==> config.mk <==
export PLATFORM = sky130hd
export DESIGN_NAME = irq_entry_seq
export DESIGN_NICKNAME = d
export VERILOG_FILES = /design/src/rtl/irq_entry_pkg.sv /design/src/rtl/irq_take_gate.sv /design/src/rtl/irq_entry_core.sv /design/src/rtl/irq_entry_seq.sv
export SDC_FILE = /design/constraint.sdc
export NUM_CORES = 1
export LEC_CHECK = 0
export ABC_CLOCK_PERIOD_IN_PS = 3900
export BUFFER_PORTS_ARGS = -buffer_cell sky130_fd_sc_hd__buf_2
export CORE_MARGIN = 2
export CORE_UTILIZATION = 51
export DETAILED_ROUTE_END_ITERATION = 6
export PLACE_DENSITY = 0.81
export SYNTH_ARGS = -nofsm -noshare
export SYNTH_HDL_FRONTEND = slang
export SYNTH_SLANG_ARGS = --single-unit
==> constraint.sdc <==
create_clock -name clk -period 3.9 [get_ports clk]
set_clock_uncertainty 0.1 [all_clocks]
set_input_delay 0.78 -clock clk [delete_from_list [all_inputs] [get_ports clk]]
set_output_delay 0.78 -clock clk [all_outputs]
set_load 0.02 [all_outputs]
==> src/rtl/irq_entry_pkg.sv <==
package irq_entry_pkg;
  localparam int XLEN        = 32;
  localparam int SR_W        = 16;
  localparam int LVL_W       = 3;
  localparam int VEC_W       = 8;
  localparam int SR_S_BIT    = 13;
  localparam int SR_T_BIT    = 15;
  localparam int SR_MASK_LSB = 8;
  localparam int WORD_BYTES  = 4;
  localparam int ACK_LVL_LSB = 2;

  localparam logic [LVL_W-1:0] LVL_TOP = '1;
  localparam logic [1:0] SZ_BYTE = 2'd0;
  localparam logic [1:0] SZ_LONG = 2'd2;

  typedef enum logic [2:0] {
    ST_IDLE, ST_SUPV, ST_IACK, ST_PUSH_PC,
    ST_PUSH_SR, ST_MASK, ST_VEC, ST_JUMP
  } ent_state_e;

  function automatic logic level_wins(input logic [LVL_W-1:0] lvl,
                                      input logic [LVL_W-1:0] mask);
    return (lvl == LVL_TOP) || (lvl > mask);
  endfunction

  function automatic logic [SR_W-1:0] sr_enter(input logic [SR_W-1:0] sr);
    logic [SR_W-1:0] r;
    r = sr;
    r[SR_S_BIT] = 1'b1;
    r[SR_T_BIT] = 1'b0;
    return r;
  endfunction

  function automatic logic [SR_W-1:0] sr_with_mask(input logic [SR_W-1:0] sr,
                                                   input logic [LVL_W-1:0] lvl);
    logic [SR_W-1:0] r;
    r = sr;
    r[SR_MASK_LSB +: LVL_W] = lvl;
    return r;
  endfunction

  function automatic logic [XLEN-1:0] status_word(input logic [VEC_W-1:0] vec,
                                                  input logic [SR_W-1:0] sr);
    logic [XLEN-1:0] w;
    w = '0;
    w[SR_W +: VEC_W] = vec;
    w[SR_W-1:0] = sr;
    return w;
  endfunction

  function automatic logic [XLEN-1:0] ack_address(input logic [LVL_W-1:0] lvl);
    logic [XLEN-1:0] a;
    a = '1;
    a[ACK_LVL_LSB +: LVL_W] = lvl;
    a[ACK_LVL_LSB-1:0] = '0;
    return a;
  endfunction

  function automatic logic [XLEN-1:0] frame_slot(input logic [XLEN-1:0] sp,
                                                 input int unsigned nwords);
    return sp - XLEN'(WORD_BYTES * nwords);
  endfunction

  function automatic logic [XLEN-1:0] table_slot(input logic [XLEN-1:0] base,
                                                 input logic [VEC_W-1:0] vec);
    return base + (XLEN'(vec) * XLEN'(WORD_BYTES));
  endfunction
endpackage

==> src/rtl/irq_take_gate.sv <==
module irq_take_gate
  import irq_entry_pkg::*;
(
  input  logic             clk,
  input  logic             rst_n,
  input  logic [LVL_W-1:0] level_i,
  input  logic [LVL_W-1:0] mask_i,
  input  logic             idle_i,
  input  logic             entry_done_i,
  input  logic             retire_i,
  output logic             take_o,
  output logic             blocked_o
);
  logic blocked_q;

  always_ff @(posedge clk) begin
    if (!rst_n)            blocked_q <= 1'b0;
    else if (entry_done_i) blocked_q <= 1'b1;
    else if (retire_i)     blocked_q <= 1'b0;
  end

  assign take_o    = idle_i && !blocked_q && level_wins(level_i, mask_i);
  assign blocked_o = blocked_q;
endmodule

==> src/rtl/irq_entry_core.sv <==
module irq_entry_core
  import irq_entry_pkg::*;
(
  input  logic             clk,
  input  logic             rst_n,
  input  logic             take_i,
  input  logic [LVL_W-1:0] level_i,
  input  logic [SR_W-1:0]  sr_i,
  input  logic [XLEN-1:0]  pc_i,
  input  logic [XLEN-1:0]  sp_i,
  input  logic [XLEN-1:0]  vbr_i,
  input  logic [XLEN-1:0]  mem_rdata_i,
  input  logic             mem_ready_i,
  output logic             mem_req_o,
  output logic             mem_we_o,
  output logic             mem_ack_o,
  output logic [1:0]       mem_size_o,
  output logic [XLEN-1:0]  mem_addr_o,
  output logic [XLEN-1:0]  mem_wdata_o,
  output logic             sr_we_o,
  output logic [SR_W-1:0]  sr_o,
  output logic             sp_we_o,
  output logic [XLEN-1:0]  sp_o,
  output logic             pc_we_o,
  output logic [XLEN-1:0]  pc_o,
  output logic             idle_o,
  output logic             entry_done_o
);
  ent_state_e state_q, state_d;
  logic [LVL_W-1:0] lvl_q;
  logic [SR_W-1:0]  sr_q;
  logic [XLEN-1:0]  pc_q, sp_q, vbr_q, handler_q;
  logic [VEC_W-1:0] vec_q;
  logic             access_done;

  assign access_done = mem_req_o && mem_ready_i;

  always_comb begin
    state_d = state_q;
    unique case (state_q)
      ST_IDLE:    if (take_i) state_d = ST_SUPV;
      ST_SUPV:    state_d = ST_IACK;
      ST_IACK:    if (access_done) state_d = ST_PUSH_PC;
      ST_PUSH_PC: if (access_done) state_d = ST_PUSH_SR;
      ST_PUSH_SR: if (access_done) state_d = ST_MASK;
      ST_MASK:    state_d = ST_VEC;
      ST_VEC:     if (access_done) state_d = ST_JUMP;
      ST_JUMP:    state_d = ST_IDLE;
      default:    state_d = ST_IDLE;
    endcase
  end

  always_ff @(posedge clk) begin
    if (!rst_n) begin
      state_q   <= ST_IDLE;
      lvl_q     <= '0;
      sr_q      <= '0;
      pc_q      <= '0;
      sp_q      <= '0;
      vbr_q     <= '0;
      vec_q     <= '0;
      handler_q <= '0;
    end else begin
      state_q <= state_d;
      if (state_q == ST_IDLE && take_i) begin
        lvl_q <= level_i;
        sr_q  <= sr_i;
        pc_q  <= pc_i;
        sp_q  <= sp_i;
        vbr_q <= vbr_i;
      end
      if (state_q == ST_IACK && access_done) vec_q <= mem_rdata_i[VEC_W-1:0];
      if (state_q == ST_VEC && access_done)  handler_q <= mem_rdata_i;
    end
  end

  always_comb begin
    mem_req_o   = 1'b0;
    mem_we_o    = 1'b0;
    mem_ack_o   = 1'b0;
    mem_size_o  = SZ_LONG;
    mem_addr_o  = '0;
    mem_wdata_o = '0;
    unique case (state_q)
      ST_IACK: begin
        mem_req_o  = 1'b1;
        mem_ack_o  = 1'b1;
        mem_size_o = SZ_BYTE;
        mem_addr_o = ack_address(lvl_q);
      end
      ST_PUSH_PC: begin
        mem_req_o   = 1'b1;
        mem_we_o    = 1'b1;
        mem_addr_o  = frame_slot(sp_q, 1);
        mem_wdata_o = pc_q;
      end
      ST_PUSH_SR: begin
        mem_req_o   = 1'b1;
        mem_we_o    = 1'b1;
        mem_addr_o  = frame_slot(sp_q, 2);
        mem_wdata_o = status_word(vec_q, sr_q);
      end
      ST_VEC: begin
        mem_req_o  = 1'b1;
        mem_addr_o = table_slot(vbr_q, vec_q);
      end
      default: ;
    endcase
  end

  assign sr_we_o      = (state_q == ST_SUPV) || (state_q == ST_MASK);
  assign sr_o         = (state_q == ST_MASK) ? sr_with_mask(sr_enter(sr_q), lvl_q)
                                             : sr_enter(sr_q);
  assign sp_we_o      = (state_q == ST_MASK);
  assign sp_o         = frame_slot(sp_q, 2);
  assign pc_we_o      = (state_q == ST_JUMP);
  assign pc_o         = handler_q;
  assign idle_o       = (state_q == ST_IDLE);
  assign entry_done_o = (state_q == ST_JUMP);
endmodule

==> src/rtl/irq_entry_seq.sv <==
module irq_entry_seq
  import irq_entry_pkg::*;
(
  input  logic        clk,
  input  logic        rst_n,
  input  logic [2:0]  irq_level_i,
  input  logic [15:0] sr_i,
  input  logic [31:0] pc_i,
  input  logic [31:0] sp_i,
  input  logic [31:0] vbr_i,
  input  logic        retire_i,
  output logic        mem_req_o,
  output logic        mem_we_o,
  output logic        mem_ack_o,
  output logic [1:0]  mem_size_o,
  output logic [31:0] mem_addr_o,
  output logic [31:0] mem_wdata_o,
  input  logic [31:0] mem_rdata_i,
  input  logic        mem_ready_i,
  output logic        sr_we_o,
  output logic [15:0] sr_o,
  output logic        sp_we_o,
  output logic [31:0] sp_o,
  output logic        pc_we_o,
  output logic [31:0] pc_o,
  output logic        busy_o
);
  logic take_w, blocked_w, idle_w, done_w;

  irq_take_gate u_gate (
    .clk          (clk),
    .rst_n        (rst_n),
    .level_i      (irq_level_i),
    .mask_i       (sr_i[SR_MASK_LSB +: LVL_W]),
    .idle_i       (idle_w),
    .entry_done_i (done_w),
    .retire_i     (retire_i),
    .take_o       (take_w),
    .blocked_o    (blocked_w)
  );

  irq_entry_core u_core (
    .clk          (clk),
    .rst_n        (rst_n),
    .take_i       (take_w),
    .level_i      (irq_level_i),
    .sr_i         (sr_i),
    .pc_i         (pc_i),
    .sp_i         (sp_i),
    .vbr_i        (vbr_i),
    .mem_rdata_i  (mem_rdata_i),
    .mem_ready_i  (mem_ready_i),
    .mem_req_o    (mem_req_o),
    .mem_we_o     (mem_we_o),
    .mem_ack_o    (mem_ack_o),
    .mem_size_o   (mem_size_o),
    .mem_addr_o   (mem_addr_o),
    .mem_wdata_o  (mem_wdata_o),
    .sr_we_o      (sr_we_o),
    .sr_o         (sr_o),
    .sp_we_o      (sp_we_o),
    .sp_o         (sp_o),
    .pc_we_o      (pc_we_o),
    .pc_o         (pc_o),
    .idle_o       (idle_w),
    .entry_done_o (done_w)
  );

  assign busy_o = !idle_w;
endmodule

==> results_dict.tcl <==
set metrics [dict create \
    status "complete, no violations" \
    synth_area_um2 9012 \
    overflow 0 \
    slew_headroom 0.3295 \
    finalSetupViolations 0 \
    die_h_um 136.9 \
    cts_buffers 17 \
    dieArea_um2 18750 \
    synth-seq-cells 159 \
    hp-class "flip-flop to flip-flop" \
    port_buffers 300 \
    dpl_cell_area_um2 10550 \
    fp.dieW_um 136.9 \
    layout_common_cells "nand2_1, buf_2, dfxtp_1, a21boi_0, nor2_1" \
    final_layout_size_suffix_gt1_frac 0.2893 \
    min_period_ns 3.827 \
    ctsLongestPathBuffers 2 \
    num_vias 9420 \
    drv_slew 0 \
    drt_iter0_drc 1037 \
    cp.arrival_ns 2.95 \
    grt_pass1_vias 8564 \
    finalHoldViolCount 0 \
    multi_input_area_um2 5436 \
    synth_flop_cell "dfxtp_1" \
    final_common_cell "nand2_1" \
    irDropWorstVdd_mv 0.3545 \
    synth_edf_count 0 \
    cts.clk_slew.worst_paths_ns 0.07 \
    antenna_found_initial 4 \
    cp-end-kind "output pin" \
    path_max_fanout 6 \
    cp-start-kind "flip-flop" \
    fin_area_um2 11360 \
    gp_congestion 0.9714 \
    p_leak_uw 0.004888 \
    initial_core_util 0.5211 \
    core_um2 17300 \
    synthCells 1183 \
    core.rowCount 48 \
    cp.required_ns 3.02 \
    p_per_area_nw_per_um2 472.0 \
    ioPinCount 304 \
    wire_per_inst_um 17.36 \
    fin_crit_sh 0.9812 \
    setup_tns_ns 0 \
    cts_root_buf "clkbuf_16" \
    rsz0062_at_grt "no" \
    grt_max_degree 95 \
    drt-total-wl_um 29040 \
    ff2ff_path_depth 5 \
    drt_first_pass_iters 5 \
    worstMarginPinSlew_ns 1.003 \
    critPathKind "flip-flop to output pin" \
    ant_nets 0 \
    post-route-util 0.6570 \
    grt_pass1_wl_um 44100 \
    async_flop_share 0 \
    cts_tree "built" \
    dpl.hpwl_um 21410 \
    maxCapViolCount 0 \
    fin_nets 1597 \
    cts.htree.levels 4 \
    viasPerCell 5.631 \
    max_freq_mhz 261.3 \
    ys_seq_area_frac 0.3532 \
    yosys.area.top_type "dfxtp_1" \
    yosys-top-cells-area "dfxtp_1, nand2_1, a21boi_0, xnor2_1, xor2_1" \
    holdPathStages 2 \
    cts_sinks 159 \
    synthToLayoutAreaGrowth_pct 26.09 \
    synthDistinctLibCells 62 \
    yosysTopAreaCellShare 0.3532 \
    fillerInstances 1516 \
    area.sequential_um2 3186 \
    grt.total_usage 0.2990 \
    ys_warn_count 0 \
    drc 0 \
    synth_area_per_cell_um2 7.618 \
    clock_latency_ns 0.43 \
]
## state kept, by name, indices dropped and copies added, names as in the netlist
| register | flops |
|---|---|
| u_core.sr_q | 16 |
| u_core.vec_q | 8 |
| u_core.sp_q | 32 |
| u_core.pc_q | 32 |
| u_core.pc_o | 32 |
| u_core.lvl_q | 3 |
| u_gate.blocked_o | 1 |
| u_core.state_q | 3 |
| u_core.vbr_q | 32 |
## report_power, final
part	total (µW)	internal [µW]	switching [µW]
Combinational	1750	637	1110
Sequential	1900	1750	149
Clock	1720	965	751
Total	5360	3350	2010
## layout make-up
cell class | instances | share of cell area
sequential | 159 | 0.2803
tap | 225 | 0.02477
clock buffer | 17 | 0.03744
multi-input combinational | 900 | 0.4784
inverter | 21 | 0.006937
clock inverter | 15 | 0.01597
antenna | 3 | 0.0006606
timing repair buffer | 333 | 0.1555
## cell usage after synthesis (all sizes together), types with 4 or more instances
library cell / number
a211o: 4
a21boi: 156
a21oi: 28
a221o: 6
a22o: 27
a31oi: 8
and2: 11
and3: 4
buf: 36
clkbuf: 68
dfxtp: 159
ha: 13
inv: 21
nand2: 355
nand2b: 7
nand3: 10
nand4: 7
nor2: 42
nor2b: 7
nor3: 26
nor4: 16
o211ai: 13
o21a: 4
o21ai: 27
o221ai: 9
o22ai: 6
or2: 5
or3: 7
xnor2: 39
xor2: 30
## metrics by stage
| stage | worst slack (ns) | power, µW | std cells | hold WS (ns) |
|---|---|---|---|---|
| global route | 0.009917 | 5599 | 1672 | 0.3917 |
| detailed placement | 0.3818 | 3594 | 1630 | 0.3535 |
| CTS | 0.02382 | 5319 | 1666 | 0.3628 |
| global placement | 0.4640 | 3571 | 1630 | 0.3459 |
| floorplan | 0.5197 | 3045 | 1184 | 0.3388 |
| finish | 0.07337 | 5363 | 1673 | 0.3620 |
## worst max-delay path, cell delays in order, from the launching register on
cell and delay, ns:
dfxtp_1 0.37, inv_1 0.08, ha_2 0.22, nor3b_4 0.26, buf_4 0.15, buf_4 0.14
nand3_1 0.20, nor3_1 0.43, xor2_1 0.17, a211o_1 0.33, buf_2 0.16
## metal layers
| metal | part of all wire | up-vias | global-route usage |
|---|---|---|---|
| met5 | 0 | - | 0 |
| met4 | 0.026 | 0 | 0.09622 |
| met3 | 0.097 | 59 | 0.07741 |
| met2 | 0.46 | 506 | 0.4751 |
| met1 | 0.42 | 4345 | 0.3961 |
| li1 | - | 4510 | - |
## final timing paths
| check | slack [ns] | startpoint | endpoint |
|---|---|---|---|
| max | 0.07 | u_core.sp_q[4] | mem_addr_o[23] |
| min | 0.36 | u_core.pc_q[27] | u_core.pc_q[27] |
| max reg2reg | 1.20 | u_core.state_q[0] | u_core.pc_o[25] |
| min reg2reg | 0.36 | u_core.pc_q[27] | u_core.pc_q[27] |
## cell families (layout without fill, tap and decap cells)
kind of cell / Yosys count / in the layout / share of synthesized area
flops: 159 / 159 / 0.3532
other cells: 2 / 6 / 0.0008333
simple gates: 507 / 507 / 0.2488
buf+inv: 125 / 386 / 0.06136
mux: 3 / 3 / 0.003748
xor+xnor: 69 / 69 / 0.06706
fa+ha+maj: 14 / 14 / 0.02027
compound gates: 304 / 304 / 0.2448
## timing repair
action / 4_1_cts / 5_1_grt
endpoints found under the setup margin: 4 / 16
hold buffers: 0 / 0
pin swaps: 3 / 6
cloned: 0 / 0
setup buffers: 4 / 4
resized for setup: 8 / 25
No activity file was read; power rests on OpenSTA's default activity.
